[config.mk]
export PLATFORM = sky130hd
export DESIGN_NAME = byte_link_regs
export DESIGN_NICKNAME = d
export VERILOG_FILES = /design/src/rtl/byte_link_pkg.sv /design/src/rtl/byte_link_fifo.sv /design/src/rtl/byte_link_flags.sv /design/src/rtl/byte_link_regs.sv
export SDC_FILE = /design/constraint.sdc
export NUM_CORES = 1
export LEC_CHECK = 0
export ABC_AREA = 1
export BUFFER_PORTS_ARGS = -buffer_cell sky130_fd_sc_hd__buf_2
export CAP_MARGIN = 20
export CORE_ASPECT_RATIO = 1.5
export CORE_MARGIN = 8
export CORE_UTILIZATION = 50
export CTS_BUF_LIST = sky130_fd_sc_hd__clkbuf_8
export DETAILED_ROUTE_END_ITERATION = 8
export GPL_TIMING_DRIVEN = 0
export PLACE_DENSITY = 0.82
export SYNTH_ARGS = -nofsm -noshare
export SYNTH_HDL_FRONTEND = slang
export SYNTH_SLANG_ARGS = --single-unit
[constraint.sdc]
create_clock -name clk -period 2 [get_ports clk]
set_clock_uncertainty 0.1 [all_clocks]
set_input_delay 0.2 -clock clk [delete_from_list [all_inputs] [get_ports clk]]
set_output_delay 0.2 -clock clk [all_outputs]
set_load 0.005 [all_outputs]
[src/rtl/byte_link_pkg.sv]
// Package: shared constants and types for the byte serial register front end.
// Assumes a 2-bit word address bus and 8-bit data.
package byte_link_pkg;

    localparam int unsigned BUS_AW  = 2;
    localparam int unsigned BYTE_W  = 8;
    localparam int unsigned NFLAGS  = 4;

    // Register locations; the status/action sharing of location 0 is behaviour.
    typedef enum logic [BUS_AW-1:0] {
        LOC_CTRL = 2'd0,
        LOC_TXQ  = 2'd1,
        LOC_RXQ  = 2'd2,
        LOC_MASK = 2'd3
    } loc_e;

    // Flag word, most significant field first so that bit 0 is tx_room.
    typedef struct packed {
        logic rx_over;
        logic tx_under;
        logic rx_avail;
        logic tx_room;
    } flags_t;

    localparam flags_t FLAGS_RESET = '{rx_over: 1'b0, tx_under: 1'b0,
                                       rx_avail: 1'b0, tx_room: 1'b1};

endpackage

[src/rtl/byte_link_fifo.sv]
// Module: byte_link_fifo
// Small first-in first-out byte queue with occupancy count.
// Assumes DEPTH is a power of two, at least 2. A push while full and a pop
// while empty are ignored; a push and pop in the same cycle are both honoured
// when each is legal on its own.
module byte_link_fifo #(
    parameter int unsigned WIDTH = 8,
    parameter int unsigned DEPTH = 4
) (
    input  logic             clk,
    input  logic             rst_n,
    input  logic             push,
    input  logic [WIDTH-1:0] push_data,
    input  logic             pop,
    output logic [WIDTH-1:0] head,
    output logic             empty,
    output logic             full
);

    localparam int unsigned PTR_W = (DEPTH > 1) ? $clog2(DEPTH) : 1;
    localparam int unsigned CNT_W = $clog2(DEPTH + 1);
    localparam logic [CNT_W-1:0] CNT_FULL = CNT_W'(DEPTH);

    logic [WIDTH-1:0] slot [DEPTH];
    logic [PTR_W-1:0] wr_ptr;
    logic [PTR_W-1:0] rd_ptr;
    logic [CNT_W-1:0] count;
    logic             push_ok;
    logic             pop_ok;

    // Qualify requests against the current occupancy.
    always_comb begin
        push_ok = push && (count != CNT_FULL);
        pop_ok  = pop && (count != '0);
    end

    // One storage process per slot, written only when the write pointer lands on it.
    for (genvar i = 0; i < int'(DEPTH); i++) begin : g_slot
        always_ff @(posedge clk) begin
            if (!rst_n) begin
                slot[i] <= '0;
            end else if (push_ok && (wr_ptr == PTR_W'(i))) begin
                slot[i] <= push_data;
            end
        end
    end

    // Advance the pointers and the occupancy count.
    always_ff @(posedge clk) begin
        if (!rst_n) begin
            wr_ptr <= '0;
            rd_ptr <= '0;
            count  <= '0;
        end else begin
            if (push_ok) begin
                wr_ptr <= wr_ptr + 1'b1;
            end
            if (pop_ok) begin
                rd_ptr <= rd_ptr + 1'b1;
            end
            case ({push_ok, pop_ok})
                2'b10:   count <= count + 1'b1;
                2'b01:   count <= count - 1'b1;
                default: count <= count;
            endcase
        end
    end

    // Present the oldest entry and the occupancy flags.
    always_comb begin
        head  = slot[rd_ptr];
        empty = (count == '0);
        full  = (count == CNT_FULL);
    end

endmodule

[src/rtl/byte_link_flags.sv]
// Module: byte_link_flags
// Holds the four status flags. The two data flags drop for one cycle on a
// queue access or a write-1 clear and then follow queue state; the two error
// flags are sticky, set by hardware events and cleared only by write-1, with
// a same-cycle set taking priority over the clear.
// Assumes clr is already qualified by a write to the action location.
module byte_link_flags
    import byte_link_pkg::*;
(
    input  logic   clk,
    input  logic   rst_n,
    input  logic   tx_written,
    input  logic   rx_taken,
    input  flags_t clr,
    input  logic   tx_full,
    input  logic   rx_empty,
    input  logic   under_evt,
    input  logic   over_evt,
    output flags_t flags
);

    flags_t flags_d;

    // Compute the next flag word from events, clears and queue state.
    always_comb begin
        flags_d.tx_room  = (tx_written || clr.tx_room)  ? 1'b0 : !tx_full;
        flags_d.rx_avail = (rx_taken   || clr.rx_avail) ? 1'b0 : !rx_empty;
        flags_d.tx_under = under_evt || (flags.tx_under && !clr.tx_under);
        flags_d.rx_over  = over_evt  || (flags.rx_over  && !clr.rx_over);
    end

    // Register the flag word.
    always_ff @(posedge clk) begin
        if (!rst_n) begin
            flags <= FLAGS_RESET;
        end else begin
            flags <= flags_d;
        end
    end

endmodule

[src/rtl/byte_link_regs.sv]
// Module: byte_link_regs (top)
// Register front end of a byte serial device: decodes single-cycle bus
// accesses, feeds the transmit and receive queues, keeps the status flags and
// drives a masked level interrupt. Assumes one access per bus_sel cycle and
// single-cycle device strobes.
module byte_link_regs
    import byte_link_pkg::*;
#(
    parameter int unsigned TXQ_DEPTH = 4,
    parameter int unsigned RXQ_DEPTH = 4
) (
    input  logic              clk,
    input  logic              rst_n,
    input  logic              bus_sel,
    input  logic              bus_wr,
    input  logic [BUS_AW-1:0] bus_addr,
    input  logic [BYTE_W-1:0] bus_wdata,
    output logic [BYTE_W-1:0] bus_rdata,
    output logic              irq,
    input  logic              dev_tx_pop,
    output logic [BYTE_W-1:0] dev_tx_data,
    input  logic              dev_rx_push,
    input  logic [BYTE_W-1:0] dev_rx_data
);

    localparam int unsigned PAD_W = BYTE_W - NFLAGS;

    logic              wr_ctrl;
    logic              wr_txq;
    logic              wr_mask;
    logic              rd_any;
    logic              rd_rxq;
    logic              tx_empty;
    logic              tx_full;
    logic              rx_empty;
    logic              rx_full;
    logic              tx_pop_ok;
    logic              rx_pop_ok;
    logic              under_evt;
    logic              over_evt;
    logic [BYTE_W-1:0] rx_head;
    logic [NFLAGS-1:0] mask;
    logic [NFLAGS-1:0] status_bits;
    flags_t            flags;
    flags_t            clr;

    // Decode the bus access into per-location strobes.
    always_comb begin
        wr_ctrl = bus_sel && bus_wr  && (bus_addr == LOC_CTRL);
        wr_txq  = bus_sel && bus_wr  && (bus_addr == LOC_TXQ);
        wr_mask = bus_sel && bus_wr  && (bus_addr == LOC_MASK);
        rd_any  = bus_sel && !bus_wr;
        rd_rxq  = rd_any && (bus_addr == LOC_RXQ);
        clr     = wr_ctrl ? flags_t'(bus_wdata[NFLAGS-1:0]) : '0;
    end

    // Derive queue handshakes and error events from the device strobes.
    always_comb begin
        tx_pop_ok = dev_tx_pop && !tx_empty;
        under_evt = dev_tx_pop && tx_empty;
        over_evt  = dev_rx_push && rx_full;
        rx_pop_ok = rd_rxq && !rx_empty;
    end

    byte_link_fifo #(
        .WIDTH (BYTE_W),
        .DEPTH (TXQ_DEPTH)
    ) u_txq (
        .clk       (clk),
        .rst_n     (rst_n),
        .push      (wr_txq),
        .push_data (bus_wdata),
        .pop       (tx_pop_ok),
        .head      (dev_tx_data),
        .empty     (tx_empty),
        .full      (tx_full)
    );

    byte_link_fifo #(
        .WIDTH (BYTE_W),
        .DEPTH (RXQ_DEPTH)
    ) u_rxq (
        .clk       (clk),
        .rst_n     (rst_n),
        .push      (dev_rx_push),
        .push_data (dev_rx_data),
        .pop       (rx_pop_ok),
        .head      (rx_head),
        .empty     (rx_empty),
        .full      (rx_full)
    );

    byte_link_flags u_flags (
        .clk        (clk),
        .rst_n      (rst_n),
        .tx_written (wr_txq),
        .rx_taken   (rx_pop_ok),
        .clr        (clr),
        .tx_full    (tx_full),
        .rx_empty   (rx_empty),
        .under_evt  (under_evt),
        .over_evt   (over_evt),
        .flags      (flags)
    );

    // Hold the interrupt enable mask.
    always_ff @(posedge clk) begin
        if (!rst_n) begin
            mask <= '0;
        end else if (wr_mask) begin
            mask <= bus_wdata[NFLAGS-1:0];
        end
    end

    // Select read data for the addressed location; write-only reads as zero.
    always_comb begin
        status_bits = flags;
        bus_rdata   = '0;
        if (rd_any) begin
            case (loc_e'(bus_addr))
                LOC_CTRL: bus_rdata = {{PAD_W{1'b0}}, status_bits};
                LOC_RXQ:  bus_rdata = rx_empty ? '0 : rx_head;
                LOC_MASK: bus_rdata = {{PAD_W{1'b0}}, mask};
                default:  bus_rdata = '0;
            endcase
        end
    end

    // Combine enabled flags into the level interrupt.
    always_comb begin
        irq = |(status_bits & mask);
    end

endmodule

==> results of run 1 <==
-- layer usage --
layer	vias up	track usage [%]	share of wire [%]	wire length (µm)
met2	85	31.73	55	5173
met3	15	5.093	5.2	486
met1	1566	14.97	38	3510
met5	-	0	0	0
met4	0	7.744	1.9	174
li1	1661	-	-	-
-- state kept, by name (all words and copies together), names as in the netlist, named ones only --
| register | flops |
|---|---|
| u_rxq.rd_ptr | 2 |
| u_txq.count | 3 |
| u_txq.slot | 32 |
| u_flags.flags | 4 |
| mask | 4 |
| u_rxq.slot | 32 |
| u_txq.rd_ptr | 2 |
| u_txq.wr_ptr | 2 |
| u_rxq.wr_ptr | 2 |
| u_rxq.count | 3 |
-- layout make-up --
type	instances	area, µm²	area share, %
sequential	90	2449	49.48
multi-input combinational	301	1540	31.13
inverter	76	292.8	5.917
timing repair buffer	48	282.8	5.714
tap	107	133.9	2.705
clock buffer	9	123.9	2.503
buffer	10	65.06	1.315
clock inverter	7	61.31	1.239
-- power by group --
group / internal (mW) / leakage [nW] / switching, mW / total (mW)
combinational: 0.233 / 1.19 / 0.420 / 0.653
sequential: 2.12 / 0.881 / 0.0691 / 2.19
clock: 0.564 / 0.100 / 0.608 / 1.17
total: 2.92 / 2.17 / 1.10 / 4.01
-- cells in the final DEF (no fill, tap or decap) --
| cell type | synthesis | routed |
|---|---|---|
| buf_2 | 9 | 46 |
| buf_6 | 1 | 4 |
| dfxtp_2 | 0 | 5 |
| o22ai_1 | 11 | 11 |
| buf_12 | 0 | 1 |
| clkinv_1 | 1 | 1 |
| clkinv_2 | 0 | 4 |
| dfxtp_1 | 26 | 21 |
| nor3_4 | 0 | 1 |
| nor2_2 | 8 | 9 |
| ha_1 | 10 | 9 |
| nand2_1 | 71 | 65 |
| nand4_1 | 2 | 2 |
| fa_1 | 2 | 1 |
| o211ai_1 | 1 | 1 |
| nand2_2 | 0 | 5 |
| buf_4 | 1 | 7 |
| clkinvlp_4 | 0 | 3 |
| inv_2 | 1 | 7 |
| nand3_2 | 8 | 10 |
| edfxtp_1 | 64 | 64 |
| nor2_4 | 1 | 1 |
| a21oi_2 | 0 | 3 |
| clkbuf_8 | 0 | 9 |
| o21ai_1 | 0 | 2 |
| bufinv_16 | 0 | 1 |
| nand3_1 | 15 | 13 |
| nor2_1 | 104 | 103 |
| fa_2 | 0 | 1 |
| nand3_4 | 1 | 1 |
| o21ai_0 | 42 | 40 |
| nand2_4 | 0 | 1 |
| inv_1 | 74 | 67 |
| ha_2 | 0 | 1 |
| a21oi_1 | 24 | 21 |
-- worst max-delay path, delay by kind of cell, from the launching register on --
family          cells  cell delay, ns
compound gates      2            0.28
buf+inv             5            0.64
flops               1            0.33
-- path summary, 6_finish.rpt --
path                     from          endpoint  slack (ns)  cells after the start
min reg2reg  u_flags.flags[2]  u_flags.flags[2]        0.39                      2
max                  register      bus_rdata[4]        0.07                      7
min               dev_rx_push  u_flags.flags[3]        0.06                      3
max reg2reg    u_rxq.count[2]    u_rxq.count[2]        0.11                     12
-- per-stage QoR --
stage	cell area, µm²	TNS, ns	setup WS, ns	hold slack (ns)
after floorplan	4277	0	0.06627	0.2702
after detailed placement	4606	-0.3455	-0.1974	0.3768
after global placement	4606	-0.2078	-0.1386	0.3644
final	4949	0	0.07402	0.05577
after CTS	4838	0	0.00006373	0.03656
after global routing	4949	-0.03941	-0.01137	0.04999
-- repair_timing --
| item | in CTS | in global routing |
|---|---|---|
| buffers inserted | 3 | 6 |
| endpoints found under the setup margin | 5 | 12 |
| gates cloned | 0 | 0 |
| pin swaps | 3 | 9 |
| resized for setup | 8 | 31 |
-- kinds of logic (layout without fill, tap and decap cells) --
group | Yosys count | in the layout | synth area share [%]
buffers and inverters | 87 | 150 | 8.163
DFF | 90 | 90 | 57.11
adders and majority gates | 12 | 12 | 3.862
AOI/OAI and AO/OA | 78 | 78 | 9.509
and+or+nand+nor | 211 | 211 | 21.36
==> out/results.tsv, run 1 <==
stage	metric	value	unit
drt	drtIter0Drc	150	
critical_path	worstSetupPathType	register to primary output	
layout	final_core_util	59.18	%
clocking	root_buffer	clkbuf_8	
clocking	htree_levels	3	
layout	fill_cells	700	
timing	fin_crit_sh	96.30	%
critical_path	cpMostUsedCell	buf_6	
drt	drc	0	
synthesis	synth_warnings	0	
drt	ant_nets	0	
layout	n_antenna_cell	0	
timing	setup_violations	0	
floorplanning	rows	41	
drt	firstDrtPassIters	4	
synthesis	postSynthAreaPerCell	8.947	µm²
placement	dpl.hpwl	6.975	mm
floorplanning	die_y	129.3	µm
global_route	grt_max_degree	15	
critical_path	cp-end-kind	primary output	
floorplanning	fp.coreArea	8362	µm²
pwr	leakage	2.168	nW
clocking	cts_buffers	9	
critical_path	cpPeakStageDelay	0.33	ns
synthesis	synth_top_cell_by_area	edfxtp_1	
synthesis	synth.top_cell.area_share	44.94	%
timing	fin_crit	1.926	ns
timing	drv_slew	0	
drt	wirelength	9.344	mm
drt	wl_per_cell	14.42	µm
layout	drive_gt1_share	22.18	%
timing	hold_viol	0	
clocking	clock-sinks	90	
timing	worstMarginPinSlew	0.4406	ns
clocking	clockBufferDepth	2	
critical_path	critical_path_required	1.70	ns
layout	stdcell_count	648	
global_route	grt.total_usage	16.38	%
floorplanning	initial_core_util	51.14	%
synthesis	yosysSeqAreaShare	57.11	%
pwr	ir_worst_vdd	0.6027	mV
critical_path	startpoint_type	register	
synthesis	synthTopCellsByCount	nor2_1 (104), inv_1 (74), nand2_1 (71), edfxtp_1 (64), o21ai_0 (42)	
pwr	power.density	811.4	nW/µm²
clocking	path_clk_slew	0.09	ns
job	drv_cap	0	
critical_path	critPathMaxFanout	8	
clocking	postCtsHoldBufs	0	
timing	max_slew_margin	70.52	%
status	status	completed	
timing	grt_setup_unrepaired	yes	
synthesis	async_reset_ff_share	0	%
global_route	grt_pass1_wl	15.28	mm
critical_path	worstPathCellList	buf_6 > clkinvlp_4 > buf_6 > buf_12 > o21ai_0 > a21oi_1 > buf_2	
min_path	hp-class	input pin to register	
floorplanning	die_w	91.51	µm
drt	routed_via_density	5.134	
global_route	gr-total-overflow	0	
synthesis	synth.ff_latch_count	90	
placement	place_inst	624	
synthesis	synth.area.top_cells	edfxtp_1 (45%), dfxtp_1 (12%), nor2_1 (9.1%)	
placement	gp_congestion	0.8553	
critical_path	critPathSlowestCell	dfxtp_2	
placement	io_buffer_count	39	
layout	syn2layout_area_growth	15.71	%
synthesis	synth_cells	478	
synthesis	synth.most_common_cell	nor2_1	
critical_path	arrival	1.63	ns
synthesis	syn-cell-area	4277	µm²
floorplanning	dieArea	11830	µm²
drt	vias	3327	
clocking	cts_tree	built	
timing	max_freq	0.5192	GHz
floorplanning	io_pins	41	
clocking	clock_latency	0.36	ns
pwr	power.total	4.015	mW
global_route	grt_pass1_vias	3516	
synthesis	synth-main-ff-cell	edfxtp_1	
synthesis	synth-edff-count	64	
synthesis	synthesis.nets	514	
global_route	antenna_found_initial	0	
layout	fin_nets	572	
synthesis	synth_cell_types	23	
(Power assumes the default switching activity.)
==> run 2: changes to the inputs <==
--- a/config.mk
+++ b/config.mk
@@ -14,6 +14,7 @@
 export CTS_BUF_LIST = sky130_fd_sc_hd__clkbuf_8
 export DETAILED_ROUTE_END_ITERATION = 8
 export GPL_TIMING_DRIVEN = 0
+export MAX_ROUTING_LAYER = met4
 export PLACE_DENSITY = 0.82
 export SYNTH_ARGS = -nofsm -noshare
 export SYNTH_HDL_FRONTEND = slang
==> out/results.tsv, run 2 (synthesized netlist as in run 1, its figures left out) <==
stage	metric	value	unit	change
status	status	completed		unchanged
clocking	postCtsHoldBufs	0		unchanged
drt	vias	3329		was 3327
layout	final_cell_mix	nor2_1 (103), inv_1 (67), nand2_1 (67), edfxtp_1 (64), buf_2 (46)		was nor2_1 (103), inv_1 (67), nand2_1 (65), edfxtp_1 (64), buf_2 (46)
placement	dpl.hpwl	6.975	mm	unchanged
layout	drive_gt1_share	21.81	%	was 22.18%
layout	n_antenna_cell	0		unchanged
placement	gp_congestion	0.8689		was 0.8553
min_path	min_from	dev_rx_push		unchanged
clocking	cts_buffers	9		unchanged
clocking	clock_latency	0.36	ns	about the same
timing	fin_crit_sh	95.37	%	was 96.30%
floorplanning	fp.coreArea	8362	µm²	unchanged
drt	wl_per_cell	14.38	µm	was 14.42 µm
timing	holdWs	0.06222	ns	was 0.05577 ns
timing	max_freq	0.5243	GHz	was 0.5192 GHz
placement	place_ws	-0.1974	ns	unchanged
drt	wirelength	9.316	mm	was 9.344 mm
layout	design_area	4943	µm²	was 4949 µm²
timing	grt_setup_unrepaired	yes		unchanged
clocking	clockBufferDepth	2		unchanged
critical_path	cp-end-kind	primary output		unchanged
layout	syn2layout_area_growth	15.59	%	was 15.71%
floorplanning	dieArea	11830	µm²	unchanged
pwr	seqPwrFrac	54.7	%	was 54.6%
pwr	power_frac_comb	16.3	%	about the same
clocking	root_buffer	clkbuf_8		unchanged
timing	setup_violations	0		unchanged
global_route	antenna_found_initial	0		unchanged
global_route	grt_util_met2	31.60	%	was 31.73%
global_route	busiest_layer	met2		unchanged
floorplanning	initial_core_util	51.14	%	unchanged
layout	final_common_cell	nor2_1		unchanged
global_route	grt_max_degree	15		unchanged
global_route	grt_pass1_vias	3533		was 3516
job	drv_cap	0		unchanged
clocking	htree_levels	3		unchanged
timing	setup_slack	0.09266	ns	was 0.07402 ns
clocking	path_clk_slew	0.09	ns	about the same
clocking	cts_tree	built		unchanged
critical_path	critPathMaxFanout	8		unchanged
pwr	power.density	809.8	nW/µm²	was 811.4 nW/µm²
global_route	grt_use_met1	15.33	%	was 14.97%
layout	fill_cells	702		was 700
floorplanning	rows	41		unchanged
timing	drv_slew	0		unchanged
min_path	hold_path_end	u_flags.flags[3]		unchanged
drt	drc	0		unchanged
timing	hold_viol	0		unchanged
timing	fin_crit	1.907	ns	was 1.926 ns
critical_path	r2r_start	u_rxq.count[2]		unchanged
pwr	swShare	27.12	%	was 27.32%
pwr	power.internal	2.918	mW	about the same
critical_path	worstSetupPathType	register to primary output		unchanged
clocking	clock-sinks	90		unchanged
critical_path	reg2reg_depth	12		unchanged
layout	reg_top3	u_rxq.slot x32, u_txq.slot x32		unchanged
pwr	ir_worst_vdd	0.5905	mV	was 0.6027 mV
drt	firstDrtPassIters	7		was 4
layout	fin_nets	572		unchanged
min_path	hold_depth	3		unchanged
global_route	grt_pass1_wl	15.25	mm	was 15.28 mm
floorplanning	io_pins	41		unchanged
critical_path	critical_path_required	1.70	ns	about the same
drt	ant_nets	0		unchanged
pwr	leakage	2.169	nW	was 2.168 nW
layout	final_core_util	59.12	%	was 59.18%
placement	io_buffer_count	39		unchanged
drt	drtIter0Drc	158		was 150
pwr	netSwitchingPower	1.086	mW	was 1.097 mW
timing	max_slew_margin	70.62	%	was 70.52%
min_path	hp-class	input pin to register		unchanged
critical_path	startpoint_type	register		unchanged
global_route	grt.total_usage	16.81	%	was 16.38%
drt	routed_via_density	5.137		was 5.134
critical_path	rr_endpoint	u_rxq.count[2]		unchanged
placement	dpl_cell_area	4606	µm²	unchanged
floorplanning	die_y	129.3	µm	unchanged
global_route	use_met3	3.762	%	was 5.093%
floorplanning	die_w	91.51	µm	unchanged
pwr	p_clk_share	29.0	%	was 29.2%
pwr	power.total	4.003	mW	was 4.015 mW
global_route	gr-total-overflow	0		unchanged
critical_path	arrival	1.61	ns	was 1.63 ns
timing	worstMarginPinSlew	0.4390	ns	was 0.4406 ns
critical_path	r2r_setup_slack	0.12	ns	was 0.11 ns
run 2: cell counts in the layout (fill, tap and decap cells not counted):
Identical to the previous run, type by type.
run 2: layout make-up:
| cell class | count | area, µm² | share of cell area (%) |
|---|---|---|---|
| clock inverters | 7 | 61.31 | 1.240 |
| inverters | 76 | 292.8 | 5.923 |
| multi-input cells | 301 | 1535 | 31.06 |
| flip-flops and latches | 90 | 2449 | 49.53 |
| plain buffers | 10 | 65.06 | 1.316 |
| clock buffers | 9 | 123.9 | 2.506 |
| well taps | 107 | 133.9 | 2.708 |
| repair buffers | 48 | 282.8 | 5.720 |
run 2: worst max-delay path, stage by stage, from the launching register on:
cell	delay [ns]
dfxtp_2	0.33
buf_6	0.12
clkinvlp_4	0.12
buf_6	0.15
buf_12	0.12
o21ai_0	0.17
a21oi_1	0.10
buf_2	0.13
run 2: stage by stage:
| step | setup TNS (ns) | instances |
|---|---|---|
| after CTS | 0 | 643 |
| after global placement | -0.2078 | 624 |
| final | 0 | 648 |
| after detailed placement | -0.3455 | 624 |
| after floorplan | 0 | 478 |
| after global routing | -0.03896 | 648 |
run 2: timing repair:
item,4_1_cts,5_1_grt
setup buffers,3,6
cloned,0,0
pin swaps,3,8
setup endpoints to repair,5,10
resized for setup,8,29
run 2: per-layer routing:
metal / share of wire [%] / up-vias
li1: - / 1660
met1: 38 / 1553
met2: 55 / 94
met3: 4.6 / 22
met4: 2.2 / 0
met5: 0 / -
run 2: how the worst max path moves through the flow:
stage,slack (ns),cells after the start,endpoint,startpoint
after global routing,-0.02,9,bus_rdata[2],register
after CTS,0.00006,12,u_txq.count[2],u_txq.count[2]
final,0.09,7,bus_rdata[4],register
after global placement,-0.14,13,u_rxq.count[2],bus_wr
after detailed placement,-0.20,13,u_rxq.count[2],bus_wr
after floorplan,0.07,11,u_txq.count[2],u_txq.count[0]
run 2: power groups by stage:
stage | Sequential (mW) | Combinational, mW | Clock (mW)
after detailed placement | 2.22 | 0.616 | 0
after global placement | 2.21 | 0.585 | 0
final | 2.19 | 0.651 | 1.16
after floorplan | 2.20 | 0.419 | 0
after CTS | 2.18 | 0.630 | 1.19
after global routing | 2.21 | 0.742 | 1.25
